**config.mk**
```make
export PLATFORM = sky130hd
export DESIGN_NAME = sport_ctrl
export DESIGN_NICKNAME = d
export VERILOG_FILES = /design/src/rtl/sport_pkg.sv /design/src/rtl/sport_fifo.sv /design/src/rtl/sport_wm.sv /design/src/rtl/sport_ctrl.sv
export SDC_FILE = /design/constraint.sdc
export NUM_CORES = 1
export LEC_CHECK = 0
export ABC_AREA = 1
export BUFFER_PORTS_ARGS = -buffer_cell sky130_fd_sc_hd__clkbuf_2
export CAP_MARGIN = 5
export CORE_UTILIZATION = 57
export DETAILED_ROUTE_END_ITERATION = 8
export GPL_TIMING_DRIVEN = 0
export MAX_ROUTING_LAYER = met4
export PLACE_DENSITY = 0.77
export REMOVE_ABC_BUFFERS = 1
export SLEW_MARGIN = 0
export SYNTH_ARGS = -nofsm -noshare
export SYNTH_HDL_FRONTEND = slang
export SYNTH_SLANG_ARGS = --single-unit
```
**constraint.sdc**
```tcl
create_clock -name clk -period 3 [get_ports clk]
set_clock_uncertainty 0.15 [all_clocks]
set_input_delay 0.15 -clock clk [delete_from_list [all_inputs] [get_ports clk]]
set_output_delay 0.15 -clock clk [all_outputs]
set_load 0.01 [all_outputs]
```
**src/rtl/sport_pkg.sv**
```systemverilog
`timescale 1ns/1ps
package sport_pkg;
  localparam int unsigned REG_W   = 32;
  localparam int unsigned FLAG_B  = 31;
  localparam int unsigned MARK_LSB = 16;

  typedef enum logic [2:0] {
    SEL_TXD = 3'd0,
    SEL_RXD = 3'd1,
    SEL_TXC = 3'd2,
    SEL_RXC = 3'd3,
    SEL_IE  = 3'd4,
    SEL_IP  = 3'd5,
    SEL_DIV = 3'd6,
    SEL_NONE = 3'd7
  } reg_sel_e;
endpackage

```
**src/rtl/sport_fifo.sv**
```systemverilog
`timescale 1ns/1ps
module sport_fifo #(
  parameter int unsigned W     = 8,
  parameter int unsigned DEPTH = 8,
  localparam int unsigned PW   = $clog2(DEPTH),
  localparam int unsigned LW   = $clog2(DEPTH + 1)
) (
  input  logic          clk,
  input  logic          rst_n,
  input  logic          push_i,
  input  logic [W-1:0]  data_i,
  input  logic          pop_i,
  output logic [W-1:0]  data_o,
  output logic [LW-1:0] level_o,
  output logic          full_o,
  output logic          empty_o
);
  logic [W-1:0]  mem [DEPTH];
  logic [PW-1:0] rd_ptr, wr_ptr;
  logic [LW-1:0] cnt;
  logic do_push, do_pop;

  function automatic logic [PW-1:0] bump(input logic [PW-1:0] p);
    return (p == PW'(DEPTH - 1)) ? '0 : p + 1'b1;
  endfunction

  assign full_o  = (cnt == LW'(DEPTH));
  assign empty_o = (cnt == '0);
  assign do_push = push_i && !full_o;
  assign do_pop  = pop_i && !empty_o;
  assign data_o  = mem[rd_ptr];
  assign level_o = cnt;

  always_ff @(posedge clk) begin
    if (do_push) mem[wr_ptr] <= data_i;
  end

  always_ff @(posedge clk or negedge rst_n) begin
    if (!rst_n) begin
      rd_ptr <= '0;
      wr_ptr <= '0;
      cnt    <= '0;
    end else begin
      if (do_push) wr_ptr <= bump(wr_ptr);
      if (do_pop)  rd_ptr <= bump(rd_ptr);
      case ({do_push, do_pop})
        2'b10:   cnt <= cnt + 1'b1;
        2'b01:   cnt <= cnt - 1'b1;
        default: cnt <= cnt;
      endcase
    end
  end

  AST_NO_OVERFLOW: assert property (@(posedge clk) disable iff (!rst_n)
    cnt <= LW'(DEPTH));
  AST_LEVEL_RISE: assert property (@(posedge clk) disable iff (!rst_n)
    (push_i && !pop_i && !full_o) |=> (cnt == $past(cnt) + 1'b1));
  AST_LEVEL_IDLE: assert property (@(posedge clk) disable iff (!rst_n)
    (!push_i && !pop_i) |=> $stable(cnt));
endmodule

```
**src/rtl/sport_wm.sv**
```systemverilog
`timescale 1ns/1ps
module sport_wm #(
  parameter int unsigned LW    = 4,
  parameter int unsigned CNT_W = 3
) (
  input  logic             clk,
  input  logic             rst_n,
  input  logic [LW-1:0]    tx_level,
  input  logic [LW-1:0]    rx_level,
  input  logic [CNT_W-1:0] tx_mark,
  input  logic [CNT_W-1:0] rx_mark,
  input  logic [1:0]       ie,
  output logic [1:0]       ip,
  output logic             irq
);
  assign ip[0] = (tx_level < LW'(tx_mark));
  assign ip[1] = (rx_level > LW'(rx_mark));
  assign irq   = |(ie & ip);

  AST_TX_EMPTY_ASKS: assert property (@(posedge clk) disable iff (!rst_n)
    (tx_level == '0 && tx_mark != '0) |-> ip[0]);
  AST_RX_NONE_QUIET: assert property (@(posedge clk) disable iff (!rst_n)
    (rx_level == '0) |-> !ip[1]);
endmodule

```
**src/rtl/sport_ctrl.sv**
```systemverilog
`timescale 1ns/1ps
module sport_ctrl
  import sport_pkg::*;
#(
  parameter int unsigned DATA_W = 8,
  parameter int unsigned DEPTH  = 8,
  parameter int unsigned DIV_W  = 16,
  parameter int unsigned CNT_W  = 3,
  localparam int unsigned LW    = $clog2(DEPTH + 1)
) (
  input  logic              clk,
  input  logic              rst_n,
  input  logic [4:0]        reg_addr,
  input  logic              reg_wr,
  input  logic [REG_W-1:0]  reg_wdata,
  input  logic              reg_rd,
  output logic [REG_W-1:0]  reg_rdata,
  output logic              irq,
  output logic              txs_valid,
  input  logic              txs_ready,
  output logic [DATA_W-1:0] txs_data,
  input  logic              rxs_valid,
  output logic              rxs_ready,
  input  logic [DATA_W-1:0] rxs_data,
  output logic [DIV_W-1:0]  baud_div,
  output logic              two_stop,
  output logic              tx_on,
  output logic              rx_on
);
  reg_sel_e         sel;
  logic [CNT_W-1:0] tx_mark, rx_mark;
  logic [1:0]       ie, ip;
  logic [LW-1:0]    tx_level, rx_level;
  logic             tx_full, tx_empty, rx_full, rx_empty;
  logic [DATA_W-1:0] rx_head;
  wire              unused_wbits = ^reg_wdata[REG_W-1:MARK_LSB+CNT_W];

  assign sel = (reg_addr[1:0] == 2'b00) ? reg_sel_e'(reg_addr[4:2]) : SEL_NONE;

  always_ff @(posedge clk or negedge rst_n) begin
    if (!rst_n) begin
      tx_on    <= 1'b0;
      two_stop <= 1'b0;
      rx_on    <= 1'b0;
      tx_mark  <= '0;
      rx_mark  <= '0;
      ie       <= '0;
      baud_div <= '0;
    end else if (reg_wr) begin
      case (sel)
        SEL_TXC: begin
          tx_on    <= reg_wdata[0];
          two_stop <= reg_wdata[1];
          tx_mark  <= reg_wdata[MARK_LSB +: CNT_W];
        end
        SEL_RXC: begin
          rx_on   <= reg_wdata[0];
          rx_mark <= reg_wdata[MARK_LSB +: CNT_W];
        end
        SEL_IE:  ie       <= reg_wdata[1:0];
        SEL_DIV: baud_div <= reg_wdata[DIV_W-1:0];
        default: ;
      endcase
    end
  end

  sport_fifo #(.W(DATA_W), .DEPTH(DEPTH)) u_txq (
    .clk, .rst_n,
    .push_i  (reg_wr && sel == SEL_TXD),
    .data_i  (reg_wdata[DATA_W-1:0]),
    .pop_i   (txs_valid && txs_ready),
    .data_o  (txs_data),
    .level_o (tx_level),
    .full_o  (tx_full),
    .empty_o (tx_empty)
  );

  sport_fifo #(.W(DATA_W), .DEPTH(DEPTH)) u_rxq (
    .clk, .rst_n,
    .push_i  (rxs_valid && rxs_ready),
    .data_i  (rxs_data),
    .pop_i   (reg_rd && sel == SEL_RXD),
    .data_o  (rx_head),
    .level_o (rx_level),
    .full_o  (rx_full),
    .empty_o (rx_empty)
  );

  assign txs_valid = tx_on && !tx_empty;
  assign rxs_ready = rx_on && !rx_full;

  sport_wm #(.LW(LW), .CNT_W(CNT_W)) u_wm (
    .clk, .rst_n,
    .tx_level, .rx_level, .tx_mark, .rx_mark, .ie, .ip, .irq
  );

  always_comb begin
    reg_rdata = '0;
    case (sel)
      SEL_TXD: reg_rdata[FLAG_B] = tx_full;
      SEL_RXD: begin
        reg_rdata[FLAG_B] = rx_empty;
        if (!rx_empty) reg_rdata[DATA_W-1:0] = rx_head;
      end
      SEL_TXC: begin
        reg_rdata[0] = tx_on;
        reg_rdata[1] = two_stop;
        reg_rdata[MARK_LSB +: CNT_W] = tx_mark;
      end
      SEL_RXC: begin
        reg_rdata[0] = rx_on;
        reg_rdata[MARK_LSB +: CNT_W] = rx_mark;
      end
      SEL_IE:  reg_rdata[1:0] = ie;
      SEL_IP:  reg_rdata[1:0] = ip;
      SEL_DIV: reg_rdata[DIV_W-1:0] = baud_div;
      default: ;
    endcase
  end

  AST_TX_HOLD: assert property (@(posedge clk) disable iff (!rst_n)
    (txs_valid && !txs_ready && !(reg_wr && sel == SEL_TXC))
      |=> (txs_valid && $stable(txs_data)));
  AST_RX_FULL_BLOCK: assert property (@(posedge clk) disable iff (!rst_n)
    (rx_level == LW'(DEPTH)) |-> !rxs_ready);
  AST_IRQ_NEEDS_IE: assert property (@(posedge clk) disable iff (!rst_n)
    irq |-> (ie != 2'b00));
endmodule

```
# [After elaboration in Yosys (flattened, before gate mapping)]
# Memory sizes are Yosys's and may differ from the RTL's.
# Cells that the tools add are included.
[word_totals] input_bits=51 mem_bits_rw=128 mem_count=2 reg_bits=47
[memory_table] name="u_rxq.mem" words=8 word_bits=8 read_ports=1 rd_clocked_by_memory_dff=0 write_ports=1 line_no="sport_fifo.sv:18" source="logic [W-1:0] mem [DEPTH];"
[memory_table] name="u_txq.mem" words=8 word_bits=8 read_ports=1 rd_clocked_by_memory_dff=0 write_ports=1 line_no="sport_fifo.sv:18"
[classes] n_lt_le_gt_ge=2 n_bitwise=1 n_addsub=8 mux=18 n_eq_ne=16 reduce_logical=25
[op_table] operator="equality test 3 bit (second input constant)" count=7
[op_table] operator="two-way mux 8 bit" count=2
[op_table] operator="case mux 4 bit (2 select lines)" count=2
[op_table] operator="two-way mux 3 bit" count=5
[op_table] operator="adder 3 x 1 -> 3 bit (second input constant)" count=4
[op_table] operator="case mux 6 bit (2 select lines)" count=1
[op_table] operator="logical AND 1 bit" count=10
[op_table] operator="adder 4 x 1 -> 4 bit (second input constant)" count=2
[op_table] operator="equality test 4 bit (second input constant)" count=2
[op_table] operator="zero test 4 bit" count=2
[op_table] operator="AND reduction 2 bit" count=4
[op_table] operator="subtractor 4 x 1 -> 4 bit (second input constant)" count=2
[op_table] operator="equality test 3 x 2 -> 1 bit (second input constant)" count=2
[op_table] operator="case mux 1 bit (6 select lines)" count=1
[op_table] operator="case mux 3 bit (2 select lines)" count=1
[op_table] operator="case mux 1 bit (5 select lines)" count=1
[op_table] operator="equality test 2 x 1 -> 1 bit (second input constant)" count=2
[op_table] operator="equality test 2 bit (second input constant)" count=2
[op_table] operator="> comparator 4 x 3 -> 1 bit" count=1
[op_table] operator="zero test 1 bit" count=4
[op_table] operator="less-than comparator 4 x 3 -> 1 bit" count=1
[op_table] operator="two-way mux 1 bit" count=4
[op_table] operator="nonzero test 2 bit" count=2
[op_table] operator="equality test 3 x 1 -> 1 bit (second input constant)" count=1
[op_table] operator="other kinds (5)" count=5

# [Longest topological paths before layout]
[logic_depth] word_depth=7 depth_mapped=16

# [By module]
# From an unflattened synthesis, not the netlist that was laid out.
[unflattened] hier_cells=962 area_unflattened_um2=8552.0
[by_module_without_submodules] module="sport_fifo at u_txq" instances=1 cells_per_inst=364 area_per_inst_um2=3432.0
[by_module_without_submodules] module="sport_fifo at u_rxq" instances=1 cells_per_inst=364 area_per_inst_um2=3425.8
[by_module_without_submodules] module="sport_ctrl" instances=1 cells_per_inst=203 area_per_inst_um2=1521.5
[by_module_without_submodules] module="sport_wm" instances=1 cells_per_inst=31 area_per_inst_um2=172.7

# [Least setup slack after synthesis]
# No wires, ideal clock.
[synth_path] path_kind="reg-to-reg" start="register u_rxq.cnt[1] (netlist: u_rxq.level_o[1])" end="register u_rxq.cnt[2] (netlist: u_rxq.level_o[2])" setup_ps=128 path_stages_with_launch=15 required_ps=2722 arrival_time_ps=1943 period_less_slack_ps=2222 path_slack_ps=778 path_cell_list="dfrtp_1 inv_1 nand3_2 nor2_1 nor2_2 nand2_2 buf_2 ha_1 inv_1 nand2_1 nand2_1 ha_1 a21oi_1 xor2_1 o21ai_0"
[synth_via] elab_chain_cells=7
[synth_lines] item="start, declared" line_no="sport_fifo.sv:20" source="logic [LW-1:0] cnt;"
[synth_lines] item="start signal, assigned" line_no="sport_fifo.sv:47" source="2'b10: cnt <= cnt + 1'b1;"
[synth_lines] item="start signal, assigned" line_no="sport_fifo.sv:48" source="2'b01: cnt <= cnt - 1'b1;"
[synth_lines] item="start signal, assigned" line_no="sport_fifo.sv:49" source="default: cnt <= cnt;"
[synth_lines] item="equality test 4 bit (*)" line_no="sport_fifo.sv:27" source="assign full_o = (cnt == LW'(DEPTH));"
[synth_lines] item="zero test 1 bit (*)" line_no="sport_ctrl.sv:90" source="assign rxs_ready = rx_on && !rx_full;"
[synth_lines] item="logical AND 1 bit (*)" line_no="sport_ctrl.sv:90"
[synth_lines] item="net rxs_ready" line_no="sport_ctrl.sv:23" source="output logic rxs_ready,"
[synth_lines] item="logical AND 1 bit (*)" line_no="sport_ctrl.sv:80" source=".push_i (rxs_valid && rxs_ready),"
[synth_lines] item="logical AND 1 bit (*)" line_no="sport_fifo.sv:29" source="assign do_push = push_i && !full_o;"
[synth_lines] item="equality test 2 x 1 -> 1 bit or equality test 2 bit (tied branches)" line_no="sport_fifo.sv:46" source="case ({do_push, do_pop})"
[synth_lines] item="case mux 4 bit (2 select lines) or nonzero test 2 bit (tied branches)"
# The timed path passes the listed nets; every way through them passes the cells marked *.
# A chain may end at the register's enable or synchronous reset.

# [Final worst setup path]
[layout_path] start="register u_rxq.rd_ptr[0]" end="output reg_rdata[1]"
[layout_via] elab_chain_cells=3
[layout_lines] item="start, declared" line_no="sport_fifo.sv:19" source="logic [PW-1:0] rd_ptr, wr_ptr;"
[layout_lines] item="start signal, assigned" line_no="sport_fifo.sv:45" source="if (do_pop) rd_ptr <= bump(rd_ptr);"
[layout_lines] item="memory (8 x 8 bit)"
[layout_lines] item="two-way mux 8 bit" line_no="sport_ctrl.sv:103" source="if (!rx_empty) reg_rdata[DATA_W-1:0] = rx_head;"
[layout_lines] item="case mux 1 bit (5 select lines)" line_no="sport_ctrl.sv:99" source="case (sel)"
[layout_lines] item="end, declared" line_no="sport_ctrl.sv:17" source="output logic [REG_W-1:0] reg_rdata,"
# Every way passes these cells.

==> results.ini <==
[run_status]
outcome=finished with violations
violations=hold timing

[yosys]
synth_cells=784
synth_edf_count=128
synth_top_area_share_pct=48.0
yosys-top-cells-area=edfxtp_1, dfrtp_1, nand2_1
yosys_warnings=0
async_flop_share_pct=26.9
ys_types=39
synthesis.area_mm2=0.00801
synth.avg_cell_area_um2=10.2
ys.flop_type=edfxtp_1
ys_seq_area_share_pct=62.6
synth.largest_area_cell=edfxtp_1
ys_ff_latch=175

[sta]
holdWs_ns=-0.00474
setup_viol=0
min_period_ns=2.65
max_slew_margin_pct=29.3
min_period_over_period_pct=88.3
hold_viol=10
rsz0062_at_grt=false
drv_slew=0
worstMarginPinSlew_ns=1.06
timing.fmax_mhz=378
tns_ns=0

[clock_network]
post-cts-setup-buffer-count=0
clock-sinks=175
clock_path_buffers=2
clk_pin_slew_ns=0.06
insertion_delay_ns=0.43
htree_levels=4
clockRootBuffer=clkbuf_16
cts_tree=built
cts_buffers=17

[routing]
drt_iter0_markers=582
wl_um=17300
avgViaCountPerCell=5.41
routedWlPerCell_um=15.9
dr.pass1.iters=5
vias=5879
drc_errors=0
drtAntennaViolNets=0

[job]
drv_cap=0

[power]
p_per_area_mw_per_mm2=783
seqPwrFrac_pct=44.9
power.leakage_nw=3.98
power_frac_clock_pct=28.4
switchingPower_mw=2.65
comb_power_share_pct=26.7
irDropWorstVdd_mv=0.509
switching_share_pct=36.0
p_int_mw=4.73

[global_route]
antenna_found_initial=0
overflow=0
grt_pass1_wl_um=27800
grt_max_degree=48
grt_pass1_vias=5759
gr-usage-all-layers_pct=25.8

[floorplanning]
pin_count=113
rows=42
start_util_pct=59.6
coreArea_mm2=0.0135
fp.dieW_um=121
fp.dieH_um=121
die_area_mm2=0.0145

[finish]
final_cells=1087
syn_to_final_growth_pct=17.7
drive_gt1_share_pct=18.4
nets=968
antenna_cells=0

[place]
detailed_place_hpwl_um=11100
placed_cells=1022
portBuffers=87
gp_congestion=0.919

[critical_path]
startpoint_type=flip-flop
crit_required_ns=2.70
critPathMaxFanout=36
end_kind=primary output
cp.arrival_ns=2.35
crit_type=reg2out

[min_path]
min_path_type=in2async

-- final cells by class --
type | instances | area [um2]
Timing Repair Buffer | 121 | 776
Clock inverter | 14 | 133
Inverter | 63 | 248
Timing Repair inverter | 1 | 7.51
Clock buffer | 18 | 429
Fill cell | 994 | 4020
Tap cell | 176 | 220
Sequential cell | 175 | 5030
Multi-Input combinational cell | 519 | 2590
-- through the flow --
step,worst slack [ns],cell area (um2),utilization (%),hold WS [ns],total power [mW]
after floorplan,0.819,7830,-,-0.296,4.50
final,0.352,9430,70.1,-0.00474,7.38
after CTS,0.00275,9380,69.8,0.0132,7.37
after global placement,0.0636,8490,63.1,0.240,5.09
after detailed placement,-0.0638,8520,63.3,0.248,5.24
after global routing,0.196,9430,70.1,0.0237,7.83
-- final timing paths --
path                                       start          endpoint  slack (ns)  cells past startpoint
worst max-delay path             u_rxq.rd_ptr[0]      reg_rdata[1]        0.35                      8
worst min-delay path                       rst_n   u_rxq.wr_ptr[2]      -0.005                      2
worst max register to register  u_rxq.level_o[2]  u_rxq.level_o[2]        0.38                     14
worst min register to register        rx_mark[1]        rx_mark[1]        0.35                      2
max in group asynchronous                  rst_n   u_txq.rd_ptr[0]        2.19                      3
min in group clk                     reg_addr[3]       baud_div[6]        0.02                      5
-- timing repair --
| item | CTS | global route |
|---|---|---|
| endpoints found under the setup margin | 16 | 8 |
| endpoints found under the hold margin | 201 | 0 |
| gates resized for setup | 2 | 4 |
| gates cloned | 0 | 1 |
| hold buffers | 30 | 0 |
-- synthesized netlist by cell type, drive strengths merged (2+ instances only) --
cell type and number:
clkbuf 10, xor2 4, ha 19, xnor2 2, clkinv 3, o21ai 107, edfxtp 128, nor3 9
nor2 140, o211ai 6, nand2 156, nand3 42, nand4 4, dfrtp 47, inv 60, buf 28
a21oi 12, o22ai 2
-- worst max-delay path, cell delays in order (launching register included) --
cell and delay (ns):
dfrtp_4 0.71, clkinvlp_4 0.43, nand2_1 0.15, nand2_1 0.07, nand2_1 0.07, nand3_1 0.09
nand3_1 0.15, nand3_1 0.10, clkbuf_2 0.13
-- power groups by stage --
stage	registers (mW)	logic, mW	clock network, mW
2_1_floorplan	3.20	1.30	0
3_3_place_gp	3.31	1.78	0
3_5_place_dp	3.34	1.90	0
4_1_cts	3.29	1.96	2.12
5_1_grt	3.36	2.26	2.21
6_report	3.31	1.97	2.09
-- metal layers --
| metal | up-vias | wire, um | GRT usage, % |
|---|---|---|---|
| met1 | 2835 | 7240 | 31.0 |
| met2 | 177 | 9060 | 43.8 |
| met5 | - | 0 | - |
| li1 | 2842 | - | - |
| met3 | 25 | 732 | 4.67 |
| met4 | 0 | 301 | 9.65 |
-- state kept, by name, indices dropped and copies added, names as in the netlist --
signal and count:
rx_mark 3, ie 2, baud_div 16, rx_on 1, u_rxq.mem 64, u_txq.rd_ptr 3, tx_mark 3, u_rxq.level_o 4
u_txq.wr_ptr 3, u_txq.mem 64, tx_on 1, two_stop 1, u_rxq.rd_ptr 3, u_txq.level_o 4, u_rxq.wr_ptr 3
-- cells by family (layout without fill, tap and decap cells) --
family / count (synthesis) / after routing / share of synthesized area [%]
AO/OA/AOI/OAI: 128 / 128 / 8.76
XOR/XNOR: 6 / 6 / 0.656
adder cells (fa/ha/maj): 19 / 19 / 2.97
buffers and inverters: 101 / 217 / 5.81
flip-flops: 175 / 175 / 62.6
other: 1 / 12 / 0.0468
AND/OR/NAND/NOR: 354 / 354 / 19.1
-- cells in the final DEF, fill, tap and decap left out, types with 13 or more instances in the layout --
cell,synthesis,layout
o21ai_1,13,13
o21ai_0,91,91
nor2_1,131,131
clkbuf_16,0,17
dlygate4sd3_1,0,30
nand3_1,39,39
ha_1,19,19
clkbuf_2,0,86
edfxtp_1,128,128
dfrtp_1,47,44
inv_1,57,56
nand2_1,147,147
Power figures use the tool's default switching activity.
